File: src/rtl/mcc_pkg.sv
package mcc_pkg;

  localparam int ST_W = 4;

  typedef enum logic [ST_W-1:0] {
    S_FETCH  = 4'd0,
    S_DECODE = 4'd1,
    S_ADDR   = 4'd2,
    S_LOAD   = 4'd3,
    S_LDWB   = 4'd4,
    S_STORE  = 4'd5,
    S_EXEC   = 4'd6,
    S_RWB    = 4'd7,
    S_BEQ    = 4'd8,
    S_JMP    = 4'd9,
    S_UNDEF  = 4'd10,
    S_OVF    = 4'd11
  } state_e;

  typedef struct packed {
    logic       pc_wr;
    logic       pc_wr_cond;
    logic       addr_data_sel;
    logic       mem_rd;
    logic       mem_wr;
    logic       ir_wr;
    logic       wb_from_mem;
    logic [1:0] pc_src;
    logic [1:0] alu_op;
    logic       alu_a_sel;
    logic [1:0] alu_b_sel;
    logic       rf_wr;
    logic       rf_dst_rd;
    logic       exc_code;
    logic       cause_wr;
    logic       epc_wr;
  } ctl_t;

endpackage

File: src/rtl/mcc_state_reg.sv
module mcc_state_reg
  import mcc_pkg::*;
(
  input  logic   clk,
  input  logic   rst_n,
  input  state_e nxt,
  output state_e state
);

  always_ff @(posedge clk or negedge rst_n) begin
    if (!rst_n) state <= S_FETCH;
    else        state <= nxt;
  end

  assert_legal_state_R1: assert property (@(posedge clk) disable iff (!rst_n)
    state <= S_OVF);

endmodule

File: src/rtl/mcc_dispatch.sv
module mcc_dispatch
  import mcc_pkg::*;
#(
  parameter int                OPC_W    = 6,
  parameter logic [OPC_W-1:0]  OP_RTYPE = 6'd0,
  parameter logic [OPC_W-1:0]  OP_LOAD  = 6'd35,
  parameter logic [OPC_W-1:0]  OP_STORE = 6'd43,
  parameter logic [OPC_W-1:0]  OP_BEQ   = 6'd4,
  parameter logic [OPC_W-1:0]  OP_JMP   = 6'd2
) (
  input  state_e           state,
  input  logic [OPC_W-1:0] opcode,
  input  logic             alu_ovf,
  output state_e           nxt
);

  always_comb begin
    nxt = S_FETCH;
    unique case (state)
      S_FETCH:  nxt = S_DECODE;
      S_DECODE: begin
        if (opcode == OP_LOAD || opcode == OP_STORE) nxt = S_ADDR;
        else if (opcode == OP_RTYPE)                 nxt = S_EXEC;
        else if (opcode == OP_BEQ)                   nxt = S_BEQ;
        else if (opcode == OP_JMP)                   nxt = S_JMP;
        else                                         nxt = S_UNDEF;
      end
      S_ADDR:   nxt = (opcode == OP_LOAD) ? S_LOAD : S_STORE;
      S_LOAD:   nxt = S_LDWB;
      S_EXEC:   nxt = S_RWB;
      S_RWB:    nxt = alu_ovf ? S_OVF : S_FETCH;
      default:  nxt = S_FETCH;
    endcase
  end

endmodule

File: src/rtl/mcc_out_decode.sv
module mcc_out_decode
  import mcc_pkg::*;
(
  input  state_e state,
  input  logic   alu_ovf,
  output ctl_t   ctl
);

  always_comb begin
    ctl = '0;
    unique case (state)
      S_FETCH: begin
        ctl.mem_rd    = 1'b1;
        ctl.ir_wr     = 1'b1;
        ctl.pc_wr     = 1'b1;
        ctl.alu_b_sel = 2'b01;
      end
      S_DECODE: ctl.alu_b_sel = 2'b11;
      S_ADDR: begin
        ctl.alu_a_sel = 1'b1;
        ctl.alu_b_sel = 2'b10;
      end
      S_LOAD: begin
        ctl.mem_rd        = 1'b1;
        ctl.addr_data_sel = 1'b1;
      end
      S_LDWB: begin
        ctl.rf_wr       = 1'b1;
        ctl.wb_from_mem = 1'b1;
      end
      S_STORE: begin
        ctl.mem_wr        = 1'b1;
        ctl.addr_data_sel = 1'b1;
      end
      S_EXEC: begin
        ctl.alu_a_sel = 1'b1;
        ctl.alu_op    = 2'b10;
      end
      S_RWB: begin
        ctl.rf_wr     = ~alu_ovf;
        ctl.rf_dst_rd = 1'b1;
      end
      S_BEQ: begin
        ctl.alu_a_sel  = 1'b1;
        ctl.alu_op     = 2'b01;
        ctl.pc_wr_cond = 1'b1;
        ctl.pc_src     = 2'b01;
      end
      S_JMP: begin
        ctl.pc_wr  = 1'b1;
        ctl.pc_src = 2'b10;
      end
      S_UNDEF, S_OVF: begin
        ctl.exc_code  = (state == S_OVF);
        ctl.cause_wr  = 1'b1;
        ctl.epc_wr    = 1'b1;
        ctl.pc_wr     = 1'b1;
        ctl.alu_b_sel = 2'b01;
        ctl.alu_op    = 2'b01;
        ctl.pc_src    = 2'b11;
      end
      default: ctl = '0;
    endcase
  end

endmodule

File: src/rtl/mcc_control.sv
module mcc_control
  import mcc_pkg::*;
#(
  parameter int                OPC_W    = 6,
  parameter logic [OPC_W-1:0]  OP_RTYPE = 6'd0,
  parameter logic [OPC_W-1:0]  OP_LOAD  = 6'd35,
  parameter logic [OPC_W-1:0]  OP_STORE = 6'd43,
  parameter logic [OPC_W-1:0]  OP_BEQ   = 6'd4,
  parameter logic [OPC_W-1:0]  OP_JMP   = 6'd2
) (
  input  logic             clk,
  input  logic             rst_n,
  input  logic [OPC_W-1:0] opcode,
  input  logic             alu_ovf,
  output logic             pc_wr,
  output logic             pc_wr_cond,
  output logic             addr_data_sel,
  output logic             mem_rd,
  output logic             mem_wr,
  output logic             ir_wr,
  output logic             wb_from_mem,
  output logic [1:0]       pc_src,
  output logic [1:0]       alu_op,
  output logic             alu_a_sel,
  output logic [1:0]       alu_b_sel,
  output logic             rf_wr,
  output logic             rf_dst_rd,
  output logic             exc_code,
  output logic             cause_wr,
  output logic             epc_wr
);

  state_e state;
  state_e nxt;
  ctl_t   ctl;

  mcc_state_reg u_state (
    .clk   (clk),
    .rst_n (rst_n),
    .nxt   (nxt),
    .state (state)
  );

  mcc_dispatch #(
    .OPC_W    (OPC_W),
    .OP_RTYPE (OP_RTYPE),
    .OP_LOAD  (OP_LOAD),
    .OP_STORE (OP_STORE),
    .OP_BEQ   (OP_BEQ),
    .OP_JMP   (OP_JMP)
  ) u_dispatch (
    .state   (state),
    .opcode  (opcode),
    .alu_ovf (alu_ovf),
    .nxt     (nxt)
  );

  mcc_out_decode u_decode (
    .state   (state),
    .alu_ovf (alu_ovf),
    .ctl     (ctl)
  );

  assign pc_wr         = ctl.pc_wr;
  assign pc_wr_cond    = ctl.pc_wr_cond;
  assign addr_data_sel = ctl.addr_data_sel;
  assign mem_rd        = ctl.mem_rd;
  assign mem_wr        = ctl.mem_wr;
  assign ir_wr         = ctl.ir_wr;
  assign wb_from_mem   = ctl.wb_from_mem;
  assign pc_src        = ctl.pc_src;
  assign alu_op        = ctl.alu_op;
  assign alu_a_sel     = ctl.alu_a_sel;
  assign alu_b_sel     = ctl.alu_b_sel;
  assign rf_wr         = ctl.rf_wr;
  assign rf_dst_rd     = ctl.rf_dst_rd;
  assign exc_code      = ctl.exc_code;
  assign cause_wr      = ctl.cause_wr;
  assign epc_wr        = ctl.epc_wr;

  logic op_known;
  assign op_known = (opcode == OP_RTYPE) || (opcode == OP_LOAD) || (opcode == OP_STORE)
                 || (opcode == OP_BEQ) || (opcode == OP_JMP);

  assert_fetch_to_decode_R2: assert property (@(posedge clk) disable iff (!rst_n)
    ir_wr |=> (!ir_wr && alu_b_sel == 2'b11));

  assert_undef_trap_R4: assert property (@(posedge clk) disable iff (!rst_n)
    (alu_b_sel == 2'b11 && !op_known) |=> (cause_wr && !exc_code));

  assert_trap_return_R4: assert property (@(posedge clk) disable iff (!rst_n)
    cause_wr |=> ir_wr);

  assert_regwrite_ends_R7: assert property (@(posedge clk) disable iff (!rst_n)
    rf_wr |=> ir_wr);

  assert_no_overflow_write_R8: assert property (@(posedge clk) disable iff (!rst_n)
    (rf_dst_rd && alu_ovf) |-> !rf_wr);

  assert_overflow_trap_R8: assert property (@(posedge clk) disable iff (!rst_n)
    (rf_dst_rd && alu_ovf) |=> (cause_wr && exc_code));

  assert_branch_ends_R9: assert property (@(posedge clk) disable iff (!rst_n)
    pc_wr_cond |=> ir_wr);

  assert_mem_exclusive_R12: assert property (@(posedge clk) disable iff (!rst_n)
    !(mem_rd && mem_wr));

endmodule

File: config.mk
export PLATFORM = sky130hd
export DESIGN_NAME = mcc_control
export DESIGN_NICKNAME = d
export VERILOG_FILES = /design/src/rtl/mcc_pkg.sv /design/src/rtl/mcc_state_reg.sv /design/src/rtl/mcc_dispatch.sv /design/src/rtl/mcc_out_decode.sv /design/src/rtl/mcc_control.sv
export SDC_FILE = /design/constraint.sdc
export NUM_CORES = 1
export LEC_CHECK = 0
export BUFFER_PORTS_ARGS = -buffer_cell sky130_fd_sc_hd__buf_2
export CAP_MARGIN = 10
export CORE_AREA = 2 2 39 41
export CTS_CLUSTER_DIAMETER = 30
export DETAILED_ROUTE_END_ITERATION = 16
export DIE_AREA = 0 0 41 43
export PLACE_DENSITY_LB_ADDON = 0.08
export SYNTH_ARGS = -nofsm -noshare
export SYNTH_HDL_FRONTEND = slang
export SYNTH_HIERARCHICAL = 1
export SYNTH_SLANG_ARGS = --single-unit
File: constraint.sdc
create_clock -name clk -period 1.9 [get_ports clk]
set_input_delay 0.285 -clock clk [delete_from_list [all_inputs] [get_ports clk]]
set_output_delay 0.285 -clock clk [all_outputs]
set_load 0.005 [all_outputs]
* After elaboration in Yosys (flattened, before gate mapping)
Index checks and enable logic that the tools add are counted.
Cells by class: $add $sub $neg 0, multiply operators 0, div/mod/pow operators 0, order comparisons 0, equal/unequal tests 15, shifts and indexed selects 0, multiplexer cells 21, bitwise operators 1, reductions and logical operators 10
Operators by type and width (count):
- one-hot mux 4 bit (6 select lines) | 1
- == test 4 x 3 -> 1 bit (second input constant) | 4
- == test 4 bit (second input constant) | 4
- two-way mux 4 bit | 4
- == test 6 bit (second input constant) | 2
- one-hot mux 2 bit (3 select lines) | 2
- two-way mux 1 bit | 9
- OR reduction 3 bit | 3
- == test 4 x 2 -> 1 bit (second input constant) | 2
- == test 6 x 2 -> 1 bit (second input constant) | 1
- == test 6 x 3 -> 1 bit (second input constant) | 1
- logical NOT 6 bit | 1
- two-way mux 3 bit | 2
- OR reduction 2 bit | 3
- == test 4 x 1 -> 1 bit (second input constant) | 1
- logical NOT 4 bit | 1
- one-hot mux 2 bit (2 select lines) | 1
- OR reduction 4 bit | 1
- two-way mux 2 bit | 1
- one-hot mux 1 bit (2 select lines) | 1
- logical OR 1 bit | 1
- NOT 1 bit | 1
Word-level totals: bits in registers 4, bits in latches 0, bits in writable memories 0, bits in read-only memories 0, output and inout bits 19, word-level logic and storage cells 48, memories 0

* Depth between registers and ports, before layout
depth in word-level cells 6, mapped depth 4, depth with buffers taken out 3

* Cells and area by module
Netlist, hierarchy kept.
By module, submodules not included:
- mcc_out_decode | instances 1, cells an instance 36, area an instance 212.7 um^2, sequential area each 0.0 um^2
- mcc_dispatch | instances 1, cells an instance 25, area an instance 210.2 um^2, sequential area each 0.0 um^2
- mcc_state_reg | instances 1, cells an instance 4, area an instance 100.1 um^2, sequential area each 100.1 um^2

* Worst setup path before layout
Ideal clock, no wire load.
path kind register -> output, from register u_state.state[2], to output alu_a_sel, data arrival time 1146 ps, path slack 469 ps, cell stages (with the launch flop) 4, path buffers 1, cell sequence dfrtp_1 buf_2 or3b_1 a21oi_1
Between the ends: word-level cells in the longest chain between the ends 3
Ends and longest elaborated chain:
- from (decl) | line mcc_state_reg.sv:7 | output state_e state
- from (signal assigned) | line mcc_state_reg.sv:12 | else state <= nxt;
- == test 4 x 2 -> 1 bit (tied with other cells) | line mcc_out_decode.sv:11 | unique case (state)
- OR reduction 3 bit (no source line) (*)
- two-way mux 1 bit (*) | line mcc_out_decode.sv:11
- to (decl) | line mcc_control.sv:24 | output logic alu_a_sel,
Mark *: on every way between the ends. The rest lies on a longest branch, timed or not.

* Worst setup path after layout
from register u_state.state[1], to output ir_wr
Between the ends: word-level cells in the longest chain between the ends 2
Ends and longest elaborated chain:
- logical NOT 4 bit | line mcc_out_decode.sv:11
- two-way mux 1 bit | line mcc_out_decode.sv:11
- to (decl) | line mcc_control.sv:20 | output logic ir_wr,
No other way between the ends.

==> reports/metrics.csv <==
stage;metric;value;unit
synthesis;post-synthesis async set-or-reset flop share;100;%
floorplanning;area of the core;1380;um^2
layout;nets@finish;105;
setup_path;CP startpoint kind;flip-flop;
sta;Worst Tran Pin Value;0.505;ns
setup_path;slowest stage cell on the critical path;dfrtp_1;
global_routing;first-pass GRT wire length;1640;um
synthesis;Avg Inst Size Synth;8.05;um^2
synthesis;top cell type's share of synthesized area;19.1;%
detailed_routing;Antenna Nets Post-Route;0;
synthesis;Post-Syn Area;523;um^2
clock_network;clock buffer depth;2;
global_routing;vias in the first global route;448;
setup_path;CP top delay family;simple AND/OR/NAND/NOR gates;
synthesis;syn_nets;74;
setup_path;CP peak stage delay;0.55;ns
sta;Max Transition Viols Final;0;
floorplanning;Die Ht;43;um
floorplanning;Initial Util;37.8;%
clock_network;CTS clk-pin slew, worst paths;0.03;ns
setup_path;WP data required;1.62;ns
sta;Tmin final;1.78;ns
power_and_ir_drop;P_sw;0.409;mW
detailed_routing;DR pass1 iterations;4;
sta;period utilisation layout;93.5;%
floorplanning;Top Ports;28;
clock_network;H-tree depth;1;
clock_network;CTS tree;yes;
power_and_ir_drop;leakage;0.338;nW
sta;Max Fclk;0.563;GHz
clock_network;Num CTS Buffers;3;
detailed_routing;Via density;5.15;
synthesis;Synth area leader;dfrtp_1;
sta;final hold vios;0;
placement;Final HPWL DP;901;um
outcome;status;complete, no violations;
global_routing;total track usage;12.8;%
detailed_routing;drt drc;0;
layout;antenna diode count;0;
placement;Port Buf Inserts;27;
synthesis;Post-synth top cells;nor2_1 (7), a21oi_1 (6), dfrtp_1 (4), nand2_1 (4), nor3_1 (4);
synthesis;Top FF cell, synth;dfrtp_1;
sta;Fin Clk Skew;0.00176;ns
power_and_ir_drop;PwrDens;1320;nW/um^2
setup_path;critical path class;flip-flop to output pin;
layout;area of the multi-input gates;378;um^2
setup_path;crit-path max FO;16;
clock_network;Setup Fix Bufs, Post-CTS;0;
detailed_routing;Iter 0 DRT Violations;9;
placement;placed cell area;667;um^2
synthesis;sequential fraction of the synthesis area;19.1;%
layout;max reg flops;4;
layout;Reg area;100;um^2
synthesis;Gate Count Post-Synth;65;
sta;unrepaired setup endpoints after global routing;false;
placement;Routability Congestion;0.722;
detailed_routing;routed vias;566;
power_and_ir_drop;Sw Ratio;44.1;%
clock_network;Clock Sinks;4;
sta;final setup vio count;0;
layout;Top Registers;u_state/state x4;
synthesis;synth top area cells;dfrtp_1 (19%), a21oi_1 (5.7%), nor4b_2 (5.7%);
setup_path;Buf+Inv Stages, Crit Path;1;
floorplanning;DIE AREA;1760;um^2
power_and_ir_drop;sequential power share;24.6;%
power_and_ir_drop;Internal Pwr Total;0.518;mW
synthesis;synthesis-stage register bit count;4;
power_and_ir_drop;Clock power frac;10.4;%
synthesis;most frequent cell after synthesis;nor2_1;
sta;Setup TNS;0;ns
layout;fillers;143;
clock_network;clk_lat worst skew;0.22;ns
power_and_ir_drop;Comb power frac;65.1;%
flow_run;max cap viols;0;
layout;Largest Register;u_state/state;
synthesis;post-synth cell types;31;
layout;Non-Filler Instances;110;
global_routing;total global routing overflow;0;
placement;dpl ws;0.355;ns
worst_hold_path;Worst Hold Class;input pin to flip-flop;
sta;min setup slack post-route;0.123;ns
global_routing;initial antenna violation count;0;
layout;layout cells sized above 1;41.5;%
floorplanning;# rows;14;
sta;Slew headroom;66.3;%
setup_path;crit path DAT;1.49;ns
setup_path;critical-path cell list;or2_2 -> nor3_1 -> buf_2;
global_routing;pin count of the biggest net entering global routing;17;
setup_path;Worst setup EP type;output pin;
power_and_ir_drop;Overall Power;0.926;mW
clock_network;root buf cell;clkbuf_4;
layout;Final Cell Area;699;um^2
placement;dpl cells;106;
power_and_ir_drop;peak supply drop;0.000561;V
detailed_routing;final wirelength;1090;um
detailed_routing;Wirelength per Cell;9.89;um
layout;Synth-to-Final Area Change;33.7;%
floorplanning;Die X-Extent;41;um
synthesis;Synth Warn #;6;
synthesis;number of synthesized flops with an enable pin;0;
[tightest hold or removal path: stages]
cell	delay [ns]
buf_2	0.12
nand2_1	0.06
o2bb2ai_1	0.06
[per-stage QoR]
stage,hold slack [ns],utilization (%)
global route,0.375,50.5
CTS,0.356,50.5
floorplan,-0.0106,-
finish,0.352,50.5
detailed placement,0.0916,48.2
global placement,0.0925,48.2
[final cells by class]
| cell class | instances | area share [%] |
|---|---|---|
| well taps | 16 | 2.86 |
| clock buffers | 3 | 3.22 |
| multi-input cells | 53 | 54.0 |
| flip-flops and latches | 4 | 14.3 |
| repair buffers | 31 | 24.0 |
| inverters | 3 | 1.61 |
[timing repair]
item | in CTS | in global routing
endpoints found under the hold margin | 4 | 0
hold buffers | 1 | 0
gates resized for setup | 0 | 0
[cell families after synthesis]
family / synth area share, %
AND/OR/NAND/NOR: 48.8
AO/OA/AOI/OAI: 16.7
buffers and inverters: 8.61
XOR/XNOR: 6.70
flip-flops: 19.1
[cells in the final DEF, fill, tap and decap left out]
cell and count:
buf_2 27, nor2_1 7, a21oi_1 6, nand2_1 4, nor3_1 4, dfrtp_1 4, clkbuf_4 3, buf_4 3
inv_1 3, nor3b_1 3, nand2b_1 2, nand3b_1 2, xnor2_1 2, xor2_1 2, o21ai_0 2, nand4b_1 2
nor4b_2 2, nand3_1 2, dlygate4sd3_1 1, or2_2 1, nor2b_1 1, or2b_1 1, or3b_1 1, or3_1 1
a2111o_1 1, nor4_4 1, nor4b_4 1, a221o_1 1, nand2_2 1, a211o_1 1, a2bb2oi_1 1, o2bb2ai_1 1
[layer usage]
metal,share of wire (%),global-route usage [%],vias to the layer above
met3,5.1,1.57,0
met1,43,14.1,258
met2,52,24.4,14
li1,-,-,294
met4,0,2.00,0
met5,0,0,-
[power by group through the flow]
stage / clock [mW] / combinational, mW / sequential [mW]
6_report: 0.0961 / 0.603 / 0.228
5_1_grt: 0.104 / 0.683 / 0.242
4_1_cts: 0.100 / 0.613 / 0.229
3_5_place_dp: 0 / 0.610 / 0.231
3_3_place_gp: 0 / 0.607 / 0.230
2_1_floorplan: 0 / 0.439 / 0.184
[path summary, 6_finish.rpt]
path                                  startpoint                to  slack (ns)  cells after the start
worst min-delay path                     alu_ovf  u_state/state[3]        0.35                      3
min in group asynchronous                  rst_n  u_state/state[0]        0.40                      2
max in group asynchronous                  rst_n  u_state/state[1]        1.39                      2
worst min register to register  u_state/state[1]  u_state/state[3]        0.87                      2
worst max-delay path            u_state/state[1]             ir_wr        0.12                      3
worst max register to register  u_state/state[0]  u_state/state[1]        0.44                      4
(Power assumes the default switching activity.)
